--- src/rtl/fnd_pkg.sv ---
package fnd_pkg;

   typedef enum logic {
      PSC_WIDE   = 1'b0,
      PSC_NARROW = 1'b1
   } psc_mode_e;

   typedef enum logic {
      REF_LOW  = 1'b0,
      REF_HIGH = 1'b1
   } ref_mode_e;

endpackage

--- src/rtl/fnd_cfg_shadow.sv ---
module fnd_cfg_shadow
   import fnd_pkg::*;
#(
   parameter int unsigned B_W      = 4,
   parameter int unsigned A_W      = 3,
   parameter int unsigned FN_W     = 11,
   parameter int unsigned P_WIDE   = 8,
   parameter int unsigned P_NARROW = 6,
   parameter int unsigned M_LOW    = 1920,
   parameter int unsigned M_HIGH   = 1968,
   parameter int unsigned DEF_B    = 2,
   parameter int unsigned DEF_A    = 0
)(
   input  logic            clk,
   input  logic            rst,
   input  logic            load,
   input  logic [B_W-1:0]  in_b,
   input  logic [A_W-1:0]  in_a,
   input  logic [FN_W-1:0] in_fn,
   input  logic            in_psc,
   input  logic            in_ref,
   output logic [B_W-1:0]  act_b,
   output logic [A_W-1:0]  act_a,
   output logic            act_psc,
   output logic            act_ref,
   output logic [B_W-1:0]  nxt_b,
   output logic [A_W-1:0]  nxt_a,
   output logic [FN_W-1:0] nxt_fn,
   output logic            nxt_psc,
   output logic            nxt_ref,
   output logic            cfg_err
);
   localparam logic [B_W-1:0]  B_FLOOR      = B_W'(2);
   localparam logic [A_W-1:0]  A_TOP_WIDE   = A_W'(P_WIDE - 1);
   localparam logic [A_W-1:0]  A_TOP_NARROW = A_W'(P_NARROW - 1);
   localparam logic [FN_W-1:0] MOD_LOW_V    = FN_W'(M_LOW);
   localparam logic [FN_W-1:0] MOD_HIGH_V   = FN_W'(M_HIGH);

   logic [B_W-1:0]  b_q;
   logic [A_W-1:0]  a_q;
   logic [FN_W-1:0] fn_q;
   psc_mode_e       psc_q;
   ref_mode_e       ref_q;
   psc_mode_e       in_mode;
   ref_mode_e       in_refm;
   logic [A_W-1:0]  a_top;
   logic [FN_W-1:0] fn_limit;
   logic            legal;

   // legality of the applied set, judged against its own prescaler and modulus
   always_comb begin
      in_mode  = psc_mode_e'(in_psc);
      in_refm  = ref_mode_e'(in_ref);
      a_top    = (in_mode == PSC_NARROW) ? A_TOP_NARROW : A_TOP_WIDE;
      fn_limit = (in_refm == REF_HIGH) ? MOD_HIGH_V : MOD_LOW_V;
      legal    = (in_b >= B_FLOOR) && (B_W'(in_a) < in_b) &&
                 (in_a <= a_top) && (in_fn < fn_limit);
   end

   assign nxt_b   = legal ? in_b  : b_q;
   assign nxt_a   = legal ? in_a  : a_q;
   assign nxt_fn  = legal ? in_fn : fn_q;
   assign nxt_psc = legal ? in_psc : logic'(psc_q);
   assign nxt_ref = legal ? in_ref : logic'(ref_q);

   always_ff @(posedge clk) begin
      if (rst) begin
         b_q     <= B_W'(DEF_B);
         a_q     <= A_W'(DEF_A);
         fn_q    <= '0;
         psc_q   <= PSC_WIDE;
         ref_q   <= REF_LOW;
         cfg_err <= 1'b0;
      end else if (load) begin
         b_q     <= nxt_b;
         a_q     <= nxt_a;
         fn_q    <= nxt_fn;
         psc_q   <= psc_mode_e'(nxt_psc);
         ref_q   <= ref_mode_e'(nxt_ref);
         cfg_err <= ~legal;
      end
   end

   assign act_b   = b_q;
   assign act_a   = a_q;
   assign act_psc = logic'(psc_q);
   assign act_ref = logic'(ref_q);

endmodule

--- src/rtl/fnd_frac_acc.sv ---
module fnd_frac_acc #(
   parameter int unsigned FN_W   = 11,
   parameter int unsigned M_LOW  = 1920,
   parameter int unsigned M_HIGH = 1968
)(
   input  logic            clk,
   input  logic            rst,
   input  logic            step,
   input  logic [FN_W-1:0] fn_nxt,
   input  logic            ref_nxt,
   input  logic            ref_act,
   output logic            carry_nxt,
   output logic [FN_W-1:0] acc_o
);
   localparam int unsigned SUM_W   = FN_W + 1;
   localparam logic [SUM_W-1:0] ML = SUM_W'(M_LOW);
   localparam logic [SUM_W-1:0] MH = SUM_W'(M_HIGH);

   logic [FN_W-1:0]  acc_q;
   logic [FN_W-1:0]  acc_nxt;
   logic [FN_W-1:0]  base;
   logic [SUM_W-1:0] sum;
   logic [SUM_W-1:0] m_sel;
   logic             restart;

   generate
      if (M_LOW == M_HIGH) begin : g_single_mod
         assign m_sel   = ML;
         assign restart = 1'b0;
      end else begin : g_dual_mod
         assign m_sel   = ref_nxt ? MH : ML;
         assign restart = (ref_nxt != ref_act);
      end
   endgenerate

   always_comb begin
      base      = restart ? '0 : acc_q;
      sum       = {1'b0, base} + {1'b0, fn_nxt};
      carry_nxt = (sum >= m_sel);
      acc_nxt   = FN_W'(carry_nxt ? (sum - m_sel) : sum);
   end

   always_ff @(posedge clk) begin
      if (rst)       acc_q <= '0;
      else if (step) acc_q <= acc_nxt;
   end

   assign acc_o = acc_q;

endmodule

--- src/rtl/fnd_prescaler.sv ---
module fnd_prescaler #(
   parameter int unsigned P_WIDE   = 8,
   parameter int unsigned P_NARROW = 6,
   parameter int unsigned CNT_W    = 4,
   parameter int unsigned RST_CNT  = 7
)(
   input  logic clk,
   input  logic rst,
   input  logic narrow,
   input  logic hi_nxt,
   output logic tc
);
   localparam logic [CNT_W-1:0] RL_WIDE_HI   = CNT_W'(P_WIDE);
   localparam logic [CNT_W-1:0] RL_WIDE_LO   = CNT_W'(P_WIDE - 1);
   localparam logic [CNT_W-1:0] RL_NARROW_HI = CNT_W'(P_NARROW);
   localparam logic [CNT_W-1:0] RL_NARROW_LO = CNT_W'(P_NARROW - 1);

   logic [CNT_W-1:0] cnt_q;
   logic [CNT_W-1:0] reload;

   generate
      if (P_WIDE == P_NARROW) begin : g_one_base
         assign reload = hi_nxt ? RL_WIDE_HI : RL_WIDE_LO;
      end else begin : g_two_base
         always_comb begin
            if (narrow) reload = hi_nxt ? RL_NARROW_HI : RL_NARROW_LO;
            else        reload = hi_nxt ? RL_WIDE_HI : RL_WIDE_LO;
         end
      end
   endgenerate

   assign tc = (cnt_q == '0);

   always_ff @(posedge clk) begin
      if (rst)     cnt_q <= CNT_W'(RST_CNT);
      else if (tc) cnt_q <= reload;
      else         cnt_q <= cnt_q - CNT_W'(1);
   end

endmodule

--- src/rtl/fnd_swallow_prog.sv ---
module fnd_swallow_prog #(
   parameter int unsigned B_W   = 4,
   parameter int unsigned A_W   = 3,
   parameter int unsigned SW_W  = 4,
   parameter int unsigned DEF_B = 2,
   parameter int unsigned DEF_A = 0
)(
   input  logic           clk,
   input  logic           rst,
   input  logic           pre_tc,
   input  logic [B_W-1:0] b_nxt,
   input  logic [A_W-1:0] a_nxt,
   input  logic           carry_nxt,
   output logic           boundary,
   output logic           hi_nxt,
   output logic           mod_ctl
);
   logic [B_W-1:0]  pc_q;
   logic [SW_W-1:0] swl_q;
   logic [SW_W-1:0] swl_load;
   logic [SW_W-1:0] swl_dec;
   logic            pc_last;

   always_comb begin
      swl_load = SW_W'(a_nxt) + SW_W'(carry_nxt);
      swl_dec  = (swl_q != '0) ? (swl_q - SW_W'(1)) : swl_q;
      pc_last  = (pc_q == B_W'(1));
      boundary = pre_tc && pc_last;
      hi_nxt   = pc_last ? (swl_load != '0) : (swl_dec != '0);
   end

   always_ff @(posedge clk) begin
      if (rst) begin
         pc_q  <= B_W'(DEF_B);
         swl_q <= SW_W'(DEF_A);
      end else if (pre_tc) begin
         if (pc_last) begin
            pc_q  <= b_nxt;
            swl_q <= swl_load;
         end else begin
            pc_q  <= pc_q - B_W'(1);
            swl_q <= swl_dec;
         end
      end
   end

   assign mod_ctl = (swl_q != '0);

endmodule

--- src/rtl/fnd_divider.sv ---
module fnd_divider #(
   parameter int unsigned B_W      = 4,
   parameter int unsigned A_W      = 3,
   parameter int unsigned FN_W     = 11,
   parameter int unsigned P_WIDE   = 8,
   parameter int unsigned P_NARROW = 6,
   parameter int unsigned M_LOW    = 1920,
   parameter int unsigned M_HIGH   = 1968,
   parameter int unsigned DEF_B    = 2,
   parameter int unsigned DEF_A    = 0
)(
   input  logic            clk,
   input  logic            rst,
   input  logic [B_W-1:0]  prog_cnt_i,
   input  logic [A_W-1:0]  swallow_i,
   input  logic [FN_W-1:0] frac_num_i,
   input  logic            psc_narrow_i,
   input  logic            ref_high_i,
   output logic            fb_pulse_o,
   output logic            modulus_ctl_o,
   output logic            cfg_err_o
);
   localparam int unsigned CNT_W   = $clog2(P_WIDE + 1);
   localparam int unsigned SW_W    = $clog2((1 << A_W) + 1);
   localparam int unsigned RST_CNT = (DEF_A != 0) ? P_WIDE : P_WIDE - 1;

   // elaboration-time parameter checks
   generate
      if (A_W > B_W) begin : g_bad_aw
         $error("swallow width exceeds program width");
      end
      if (P_NARROW < 2 || P_NARROW > P_WIDE) begin : g_bad_p
         $error("prescaler bases out of order");
      end
      if (P_WIDE > (1 << A_W)) begin : g_bad_atop
         $error("swallow field cannot hold P-1");
      end
      if (M_LOW >= (1 << FN_W) || M_HIGH >= (1 << FN_W)) begin : g_bad_mod
         $error("modulus does not fit numerator width");
      end
      if (DEF_B < 2 || DEF_A >= DEF_B) begin : g_bad_def
         $error("illegal reset configuration");
      end
   endgenerate

   logic [B_W-1:0]  act_b, nxt_b;
   logic [A_W-1:0]  act_a, nxt_a;
   logic [FN_W-1:0] nxt_fn;
   logic            act_psc, nxt_psc, act_ref, nxt_ref;
   logic            boundary, pre_tc, hi_nxt, carry_nxt, psc_use;
   logic [FN_W-1:0] acc_q;
   logic            fb_q;

   fnd_cfg_shadow #(
      .B_W(B_W), .A_W(A_W), .FN_W(FN_W), .P_WIDE(P_WIDE), .P_NARROW(P_NARROW),
      .M_LOW(M_LOW), .M_HIGH(M_HIGH), .DEF_B(DEF_B), .DEF_A(DEF_A)
   ) u_shadow (
      .clk(clk), .rst(rst), .load(boundary),
      .in_b(prog_cnt_i), .in_a(swallow_i), .in_fn(frac_num_i),
      .in_psc(psc_narrow_i), .in_ref(ref_high_i),
      .act_b(act_b), .act_a(act_a), .act_psc(act_psc), .act_ref(act_ref),
      .nxt_b(nxt_b), .nxt_a(nxt_a), .nxt_fn(nxt_fn),
      .nxt_psc(nxt_psc), .nxt_ref(nxt_ref), .cfg_err(cfg_err_o)
   );

   fnd_frac_acc #(
      .FN_W(FN_W), .M_LOW(M_LOW), .M_HIGH(M_HIGH)
   ) u_acc (
      .clk(clk), .rst(rst), .step(boundary), .fn_nxt(nxt_fn),
      .ref_nxt(nxt_ref), .ref_act(act_ref), .carry_nxt(carry_nxt), .acc_o(acc_q)
   );

   // the prescaler reload at a boundary belongs to the incoming cycle
   assign psc_use = boundary ? nxt_psc : act_psc;

   fnd_prescaler #(
      .P_WIDE(P_WIDE), .P_NARROW(P_NARROW), .CNT_W(CNT_W), .RST_CNT(RST_CNT)
   ) u_psc (
      .clk(clk), .rst(rst), .narrow(psc_use), .hi_nxt(hi_nxt), .tc(pre_tc)
   );

   fnd_swallow_prog #(
      .B_W(B_W), .A_W(A_W), .SW_W(SW_W), .DEF_B(DEF_B), .DEF_A(DEF_A)
   ) u_cnt (
      .clk(clk), .rst(rst), .pre_tc(pre_tc), .b_nxt(nxt_b), .a_nxt(nxt_a),
      .carry_nxt(carry_nxt), .boundary(boundary), .hi_nxt(hi_nxt),
      .mod_ctl(modulus_ctl_o)
   );

   always_ff @(posedge clk) begin
      if (rst) fb_q <= 1'b0;
      else     fb_q <= boundary;
   end

   assign fb_pulse_o = fb_q;

endmodule

--- config.mk ---
export PLATFORM = sky130hd
export DESIGN_NAME = fnd_divider
export DESIGN_NICKNAME = d
export VERILOG_FILES = /design/src/rtl/fnd_pkg.sv /design/src/rtl/fnd_cfg_shadow.sv /design/src/rtl/fnd_frac_acc.sv /design/src/rtl/fnd_prescaler.sv /design/src/rtl/fnd_swallow_prog.sv /design/src/rtl/fnd_divider.sv
export SDC_FILE = /design/constraint.sdc
export NUM_CORES = 1
export LEC_CHECK = 0
export CORE_MARGIN = 2
export CORE_UTILIZATION = 55
export CTS_CLUSTER_DIAMETER = 80
export CTS_CLUSTER_SIZE = 30
export DETAILED_ROUTE_END_ITERATION = 7
export GPL_TIMING_DRIVEN = 0
export PLACE_DENSITY = 0.85
export SETUP_SLACK_MARGIN = 0.3
export SLEW_MARGIN = 20
export SYNTH_ARGS = -nofsm -noshare
export SYNTH_HDL_FRONTEND = slang
export SYNTH_HIERARCHICAL = 1
export SYNTH_SLANG_ARGS = --single-unit
--- constraint.sdc ---
create_clock -name clk -period 18.58 [get_ports clk]
set_clock_uncertainty 0.05 [all_clocks]
set_input_delay 4.645 -clock clk [delete_from_list [all_inputs] [get_ports clk]]
set_output_delay 4.645 -clock clk [all_outputs]
set_load 0.1 [all_outputs]
-- After elaboration in Yosys (flattened, before gate mapping)
Cells that the tools add are included.
- reductions and logical operators: 8
- magnitude comparators: 5
- equal/unequal tests: 2
- add/sub/neg operators: 6
- muxes and demuxes: 19
- bitwise operators: 1
- operator list (cell ; count):
    $mux W11 ; 3
    $mux W4 ; 7
    $add A11 B11 Y12 ; 1
    $ge A12 B11 Y1 ; 1
    $mux W6 ; 2
    $reduce_bool A4 Y1 ; 3
    $sub A4 B1 Y4 const B ; 3
    $lt A11 B11 Y1 ; 1
    $sub A11 B11 Y11 ; 1
    $add A3 B1 Y4 ; 1
    $eq A4 B1 Y1 const B ; 1
    $ge A4 B2 Y1 const B ; 1
    $logic_and A1 B1 Y1 ; 4
    $logic_not A4 Y1 ; 1
    $lt A3 B4 Y1 ; 1
    $mux W1 ; 4
    $mux W2 ; 2
    $le A3 B3 Y1 ; 1
    $mux W3 ; 1
    $ne A1 B1 Y1 ; 1
    $not A1 Y1 ; 1
- bits of input ports: 22
- output and inout bits: 3
- logic and storage cells: 52
- register bits: 45

-- Logic depth before layout (Yosys ltp)
- depth in word-level cells: 15
- depth in mapped cells: 28
- gate-level depth less buffers: 27

-- Hierarchy
Netlist, hierarchy kept.
- modules (own cells, without submodules) (module ; cells each ; seq. area each (um2) ; area each (um2) ; instances):
    fnd_cfg_shadow ; 137 ; 420.4 ; 1402.6 ; 1
    fnd_frac_acc ; 161 ; 220.2 ; 1353.8 ; 1
    fnd_swallow_prog ; 74 ; 160.2 ; 603.1 ; 1
    fnd_prescaler ; 24 ; 80.1 ; 231.5 ; 1
    fnd_divider ; 3 ; 20.0 ; 41.3 ; 1

-- Worst setup path before layout
No wires, ideal clock.
- path kind: input to register
- start: input port prog_cnt_i[2]
- end: register u_psc.cnt_q[2]
- cell stages on the path: 26
- arrival time: 9832 ps
- data required time: 18410 ps
- library setup time: 120 ps
- path buffers: 2
- path slack: 8578 ps
- cell sequence: inv_1 -> ha_1 -> o21bai_4 -> a211oi_2 -> o221ai_4 -> buf_4 -> o21ai_0 -> xnor2_1 -> clkbuf_1 -> and2_1 -> fa_1 -> a21o_1 -> a21oi_1 -> xor2_1 -> ha_1 -> fa_1 -> o211ai_1 -> nand4_4 -> nand2_1 -> ha_1 -> ha_1 -> o21ai_0 -> a31oi_1 -> ha_1 -> a21oi_1 -> a211o_2
- longest elaborated chain between the ends: 15
- elaborated cells between the ends (all ways): 21
- those cells by class: add/sub: 2; order compare: 3; eq/ne: 1; mux: 11; reduce/logical: 4
- RTL lines (what ; line ; RTL):
    from (decl) ; fnd_divider.sv:14 ; input logic [B_W-1:0] prog_cnt_i,
    $ge A4 B2 Y1 or $lt A3 B4 Y1 (tied branches) ; fnd_cfg_shadow.sv:56 ; legal = (in_b >= B_FLOOR) && (B_W'(in_a) < in_b) &&
    $logic_and A1 B1 Y1 (*) (2 in series) ; fnd_cfg_shadow.sv:56 ;
    $logic_and A1 B1 Y1 (*) ; fnd_cfg_shadow.sv:57 ; (in_a <= a_top) && (in_fn < fn_limit);
    $mux W1 (*) ; fnd_cfg_shadow.sv:64 ; assign nxt_ref = legal ? in_ref : logic'(ref_q);
    named net nxt_ref ; fnd_divider.sv:49 ; logic act_psc, nxt_psc, act_ref, nxt_ref;
    $ne A1 B1 Y1 ; fnd_frac_acc.sv:32 ; assign restart = (ref_nxt != ref_act);
    $mux W11 ; fnd_frac_acc.sv:37 ; base = restart ? '0 : acc_q;
    $add A11 B11 Y12 ; fnd_frac_acc.sv:38 ; sum = {1'b0, base} + {1'b0, fn_nxt};
    $ge A12 B11 Y1 (*) ; fnd_frac_acc.sv:39 ; carry_nxt = (sum >= m_sel);
    named net carry_nxt ; fnd_divider.sv:50 ; logic boundary, pre_tc, hi_nxt, carry_nxt, psc_use;
    $add A3 B1 Y4 (*) ; fnd_swallow_prog.sv:25 ; swl_load = SW_W'(a_nxt) + SW_W'(carry_nxt);
    $reduce_bool A4 Y1 (*) ; fnd_swallow_prog.sv:29 ; hi_nxt = pc_last ? (swl_load != '0) : (swl_dec != '0);
    $mux W1 (*) ; fnd_swallow_prog.sv:29 ;
    named net hi_nxt ; fnd_divider.sv:50 ;
    $mux W4 (*) ; fnd_prescaler.sv:27 ; else reload = hi_nxt ? RL_WIDE_HI : RL_WIDE_LO;
    $mux W4 (*) ; fnd_prescaler.sv:26 ; if (narrow) reload = hi_nxt ? RL_NARROW_HI : RL_NARROW_LO;
    $mux W4 (*) ; fnd_prescaler.sv:36 ; else if (tc) cnt_q <= reload;
    to (signal assigned) ; fnd_prescaler.sv:35 ; if (rst) cnt_q <= CNT_W'(RST_CNT);
    to (signal assigned) ; fnd_prescaler.sv:36 ;
    to (signal assigned) ; fnd_prescaler.sv:37 ; else cnt_q <= cnt_q - CNT_W'(1);
    to (decl) ; fnd_prescaler.sv:18 ; logic [CNT_W-1:0] cnt_q;
Mark *: on every way through the listed nets, which the timed path passes. The rest lies on a longest branch.
A chain may end at the register's enable or synchronous reset.

-- Worst setup path in the final report
Ends and elaborated chain as after synthesis.

==> metrics.txt <==
# TYPE chip_impl_metric gauge
chip_impl_info{name="yosys-top-cells-area",value="dfxtp_1, ha_1, mux2i_1"} 1
chip_impl_metric{name="design.die.area",unit="sq mm"} 0.007270
chip_impl_metric{name="register_to_register_path_setup_slack",unit="ps"} 13080
chip_impl_metric{name="post_synth_inst_count",unit=""} 399
chip_impl_metric{name="worst_slew_pin_slew",unit="ps"} 1111
chip_impl_metric{name="placement.io_buffers",unit=""} 24
chip_impl_info{name="ctsRootBufferMaster",value="clkbuf_8"} 1
chip_impl_metric{name="dpl-instance-area",unit="sq mm"} 0.003969
chip_impl_metric{name="wire_per_inst",unit="um"} 16.32
chip_impl_metric{name="fin_ws",unit="ps"} 7162
chip_impl_metric{name="vias_in_the_first_global_route",unit=""} 3088
chip_impl_metric{name="setup_viol",unit=""} 0
chip_impl_metric{name="hold_violations",unit=""} 0
chip_impl_metric{name="synth_top_area_share",unit="%"} 24.80
chip_impl_metric{name="synth.yosys.warnings",unit=""} 6
chip_impl_metric{name="ys_async_sr_fraction",unit="%"} 0
chip_impl_info{name="regToRegStartpoint",value="u_shadow/act_ref"} 1
chip_impl_info{name="status",value="completed"} 1
chip_impl_metric{name="synth.ff_latch_count",unit=""} 45
chip_impl_metric{name="r2r_cells",unit=""} 21
chip_impl_metric{name="routabilityCongestion",unit=""} 0.8845
chip_impl_metric{name="leakage",unit="nW"} 1.612
chip_impl_metric{name="h-tree-depth",unit=""} 2
chip_impl_metric{name="grt_pass1_wl",unit="um"} 14120
chip_impl_info{name="worst_setup_path_start_kind",value="input port"} 1
chip_impl_metric{name="max-vdd-ir-drop",unit="mV"} 0.03979
chip_impl_metric{name="worst-endpoint-required",unit="ps"} 18720
chip_impl_metric{name="netlist_area",unit="sq mm"} 0.003632
chip_impl_metric{name="synth_seq_area_share",unit="%"} 24.80
chip_impl_metric{name="placeableCoreArea",unit="sq mm"} 0.006386
chip_impl_info{name="timing.hold.worst.class",value="flip-flop to flip-flop"} 1
chip_impl_metric{name="timing.slew.headroom",unit="%"} 25.35
chip_impl_metric{name="cts_buffers",unit=""} 5
chip_impl_metric{name="post_drt_via_cell_ratio",unit=""} 6.063
chip_impl_metric{name="vertical_extent_of_the_die",unit="um"} 85.27
chip_impl_metric{name="drt-pass1-iter-count",unit=""} 5
chip_impl_metric{name="clock.fmax",unit="MHz"} 87.58
chip_impl_metric{name="cp_data_arrival_time",unit="ps"} 11560
chip_impl_metric{name="timing_max_transition_violations_final",unit=""} 0
chip_impl_metric{name="path_max_fanout",unit=""} 10
chip_impl_metric{name="detail-route-antenna-nets",unit=""} 0
chip_impl_metric{name="cts-hold-fix-buffers",unit=""} 0
chip_impl_metric{name="place.detailed.hpwl",unit="um"} 6260
chip_impl_metric{name="cells_resized_by_post_cts_repair",unit=""} 0
chip_impl_info{name="timing.critical_path.to_type",value="flip-flop"} 1
chip_impl_metric{name="clk_pin_slew_worst_paths",unit="ps"} 90
chip_impl_metric{name="grt_use_total",unit="%"} 23.62
chip_impl_info{name="crit_path_start",value="prog_cnt_i[2]"} 1
chip_impl_metric{name="clk_latency",unit="ps"} 300
chip_impl_metric{name="route.vias.total",unit=""} 3080
chip_impl_info{name="worst_setup_path_endpoint",value="u_psc/cnt_q[2]"} 1
chip_impl_info{name="post-synth-top-area-cell",value="dfxtp_1"} 1
chip_impl_metric{name="totalWireLength",unit="um"} 8293
chip_impl_metric{name="place_worst_setup_slack",unit="ps"} 6916
chip_impl_metric{name="drt_drc_violations_left",unit=""} 0
chip_impl_metric{name="post-route-min-period",unit="ps"} 11420
chip_impl_info{name="tritoncts",value="yes"} 1
chip_impl_metric{name="initial_core_util",unit="%"} 56.88
chip_impl_metric{name="cellPowerDensity",unit="mW/mm^2"} 54.58
chip_impl_info{name="dominantRegCellSynth",value="dfxtp_1"} 1
chip_impl_metric{name="io_pins",unit=""} 25
chip_impl_metric{name="clkSinkCount",unit=""} 45
chip_impl_metric{name="synth_enable_flop_cells",unit=""} 0
chip_impl_info{name="timing.rr.end",value="u_psc/cnt_q[2]"} 1
chip_impl_metric{name="final.period_utilization",unit="%"} 61.45
chip_impl_metric{name="core.rowCount",unit=""} 29
chip_impl_metric{name="drt_first_iter_violations",unit=""} 150
chip_impl_metric{name="die_w",unit="um"} 85.27
chip_impl_metric{name="cts-root-to-sink-buffers",unit=""} 2
chip_impl_metric{name="number_of_antenna_violations_at_the_first_check_in_global_routing",unit=""} 0
chip_impl_metric{name="area_delta_synth_final",unit="%"} 12.06
chip_impl_metric{name="post_cts_buffers",unit=""} 0
chip_impl_metric{name="antenna_cells",unit=""} 0
chip_impl_metric{name="grt_max_degree",unit=""} 14
chip_impl_metric{name="post_synth.cell_area_avg",unit="sq um"} 9.103
chip_impl_metric{name="fin_setup_tns",unit="ps"} 0
chip_impl_metric{name="maxCapViolCount",unit=""} 0
chip_impl_info{name="worstSetupPathType",value="input port to flip-flop"} 1
chip_impl_metric{name="final_cell_area",unit="sq mm"} 0.004070
chip_impl_metric{name="overflow",unit=""} 0
chip_impl_metric{name="layout-drive-gt1-share",unit="%"} 12.53
chip_impl_metric{name="post_synth_num_cell_types",unit=""} 71
chip_impl_metric{name="nets",unit=""} 479
chip_impl_info{name="grt_setup_unrepaired",value="no"} 1
chip_impl_metric{name="synth_fp_nets",unit=""} 448
==> worst max-delay path: stages <==
cell and delay (ps):
clkdlybuf4s50_1 530, inv_1 100, ha_1 200, o21bai_4 180
a211oi_2 260, o221ai_4 250, buf_4 250, o21ai_0 580
xnor2_1 250, clkbuf_1 390, and2_1 240, ha_1 250
a21oi_1 270, o211ai_2 210, xor2_1 290, inv_1 100
fa_1 500, o211ai_1 240, nand4_4 240, nand2_1 180
ha_1 190, ha_1 220, o21ai_0 120, a31oi_1 290
ha_1 210, a21oi_1 60, a211o_2 320
==> kinds of logic (layout without fill, tap and decap cells) <==
logic type	Yosys count	after routing	synth area share, %
simple gates	133	133	22.39
xor+xnor	11	11	2.652
compound gates	99	99	21.43
fa+ha+maj	27	27	9.714
flops	45	45	24.80
mux	44	44	13.99
buf+inv	40	72	5.029
==> Yosys cell counts (5+ instances only) <==
| cell | n |
|---|---|
| and2_1 | 11 |
| nand2b_1 | 32 |
| nor2b_1 | 6 |
| clkbuf_1 | 10 |
| nand3_1 | 7 |
| mux2i_1 | 26 |
| ha_1 | 25 |
| xnor2_1 | 6 |
| a311oi_1 | 6 |
| inv_1 | 23 |
| xor2_1 | 5 |
| mux2_4 | 12 |
| o21ai_0 | 18 |
| nand2_1 | 9 |
| nor2_1 | 28 |
| nor3_1 | 9 |
| dfxtp_1 | 45 |
| mux2_2 | 6 |
| a211oi_1 | 10 |
| a21oi_1 | 20 |
| a21o_1 | 7 |
==> routing by layer <==
layer | GRT usage [%] | part of all wire (%)
met1 | 30.28 | 45
met2 | 41.19 | 49
met3 | 3.210 | 4.3
met4 | 7.071 | 1.8
met5 | 0 | 0
==> stage by stage <==
step	instances	total power, mW	hold WS (ps)	util [%]
floorplan	399	0.1393	395.2	-
global placement	500	0.1534	406.4	62.15
detailed placement	500	0.1548	412.8	62.15
CTS	508	0.2226	428.5	63.73
global route	508	0.2319	447.6	63.73
finish	508	0.2221	430.4	63.73
==> state kept, by name (all words and copies together), names as in the netlist <==
register          count
fb_pulse_o            1
u_acc/acc_o          11
u_cnt/pc_q            4
u_cnt/swl_q           4
u_psc/cnt_q           4
u_shadow/act_a        3
u_shadow/act_b        4
u_shadow/act_psc      1
u_shadow/act_ref      1
u_shadow/cfg_err      1
u_shadow/fn_q        11
==> worst min-delay path by stage <==
stage	startpoint	endpoint	slack (ps)	cells after the start
floorplan	u_shadow/fn_q[3]	u_shadow/fn_q[3]	400	2
global route	u_shadow/act_a[1]	u_shadow/act_a[1]	450	2
detailed placement	u_shadow/act_a[1]	u_shadow/act_a[1]	410	2
finish	u_shadow/cfg_err	u_shadow/cfg_err	430	2
CTS	u_shadow/fn_q[4]	u_shadow/fn_q[4]	430	2
global placement	u_shadow/fn_q[3]	u_shadow/fn_q[3]	410	2
==> where the power goes <==
group          switching (mW)  internal, mW
Sequential           0.000702        0.0970
Clock                  0.0349        0.0337
Combinational          0.0305        0.0253
Total                  0.0661         0.156
==> cells in the final DEF (no fill, tap or decap), types with 3 or more instances in the layout <==
| cell type | instances |
|---|---|
| inv_1 | 23 |
| o21ai_0 | 18 |
| clkdlybuf4s50_1 | 24 |
| nor2_1 | 28 |
| and2_1 | 11 |
| mux2_2 | 6 |
| a21o_1 | 7 |
| o21bai_1 | 3 |
| nor2b_1 | 6 |
| clkbuf_8 | 7 |
| a311oi_1 | 6 |
| buf_2 | 3 |
| mux2i_1 | 26 |
| a211oi_1 | 10 |
| ha_1 | 25 |
| mux2_4 | 12 |
| clkbuf_1 | 10 |
| nor4_1 | 4 |
| xor2_1 | 5 |
| nand3_1 | 7 |
| xnor2_1 | 6 |
| nor3_1 | 9 |
| nand3b_1 | 3 |
| or3_1 | 4 |
| dfxtp_1 | 45 |
| nand2b_1 | 32 |
| nand2_1 | 9 |
| a21oi_1 | 20 |
==> area by class of cell <==
| cell class | instances | area [sq um] |
|---|---|---|
| buffer | 17 | 96.34 |
| clock buffer | 7 | 96.34 |
| clock inverter | 1 | 5.005 |
| fill | 525 | 2316 |
| inverter | 23 | 86.33 |
| multi-input combinational | 314 | 2549 |
| sequential | 45 | 900.9 |
| tap | 77 | 96.34 |
| timing repair buffer | 24 | 240.2 |
Power figures use the tool's default switching activity.
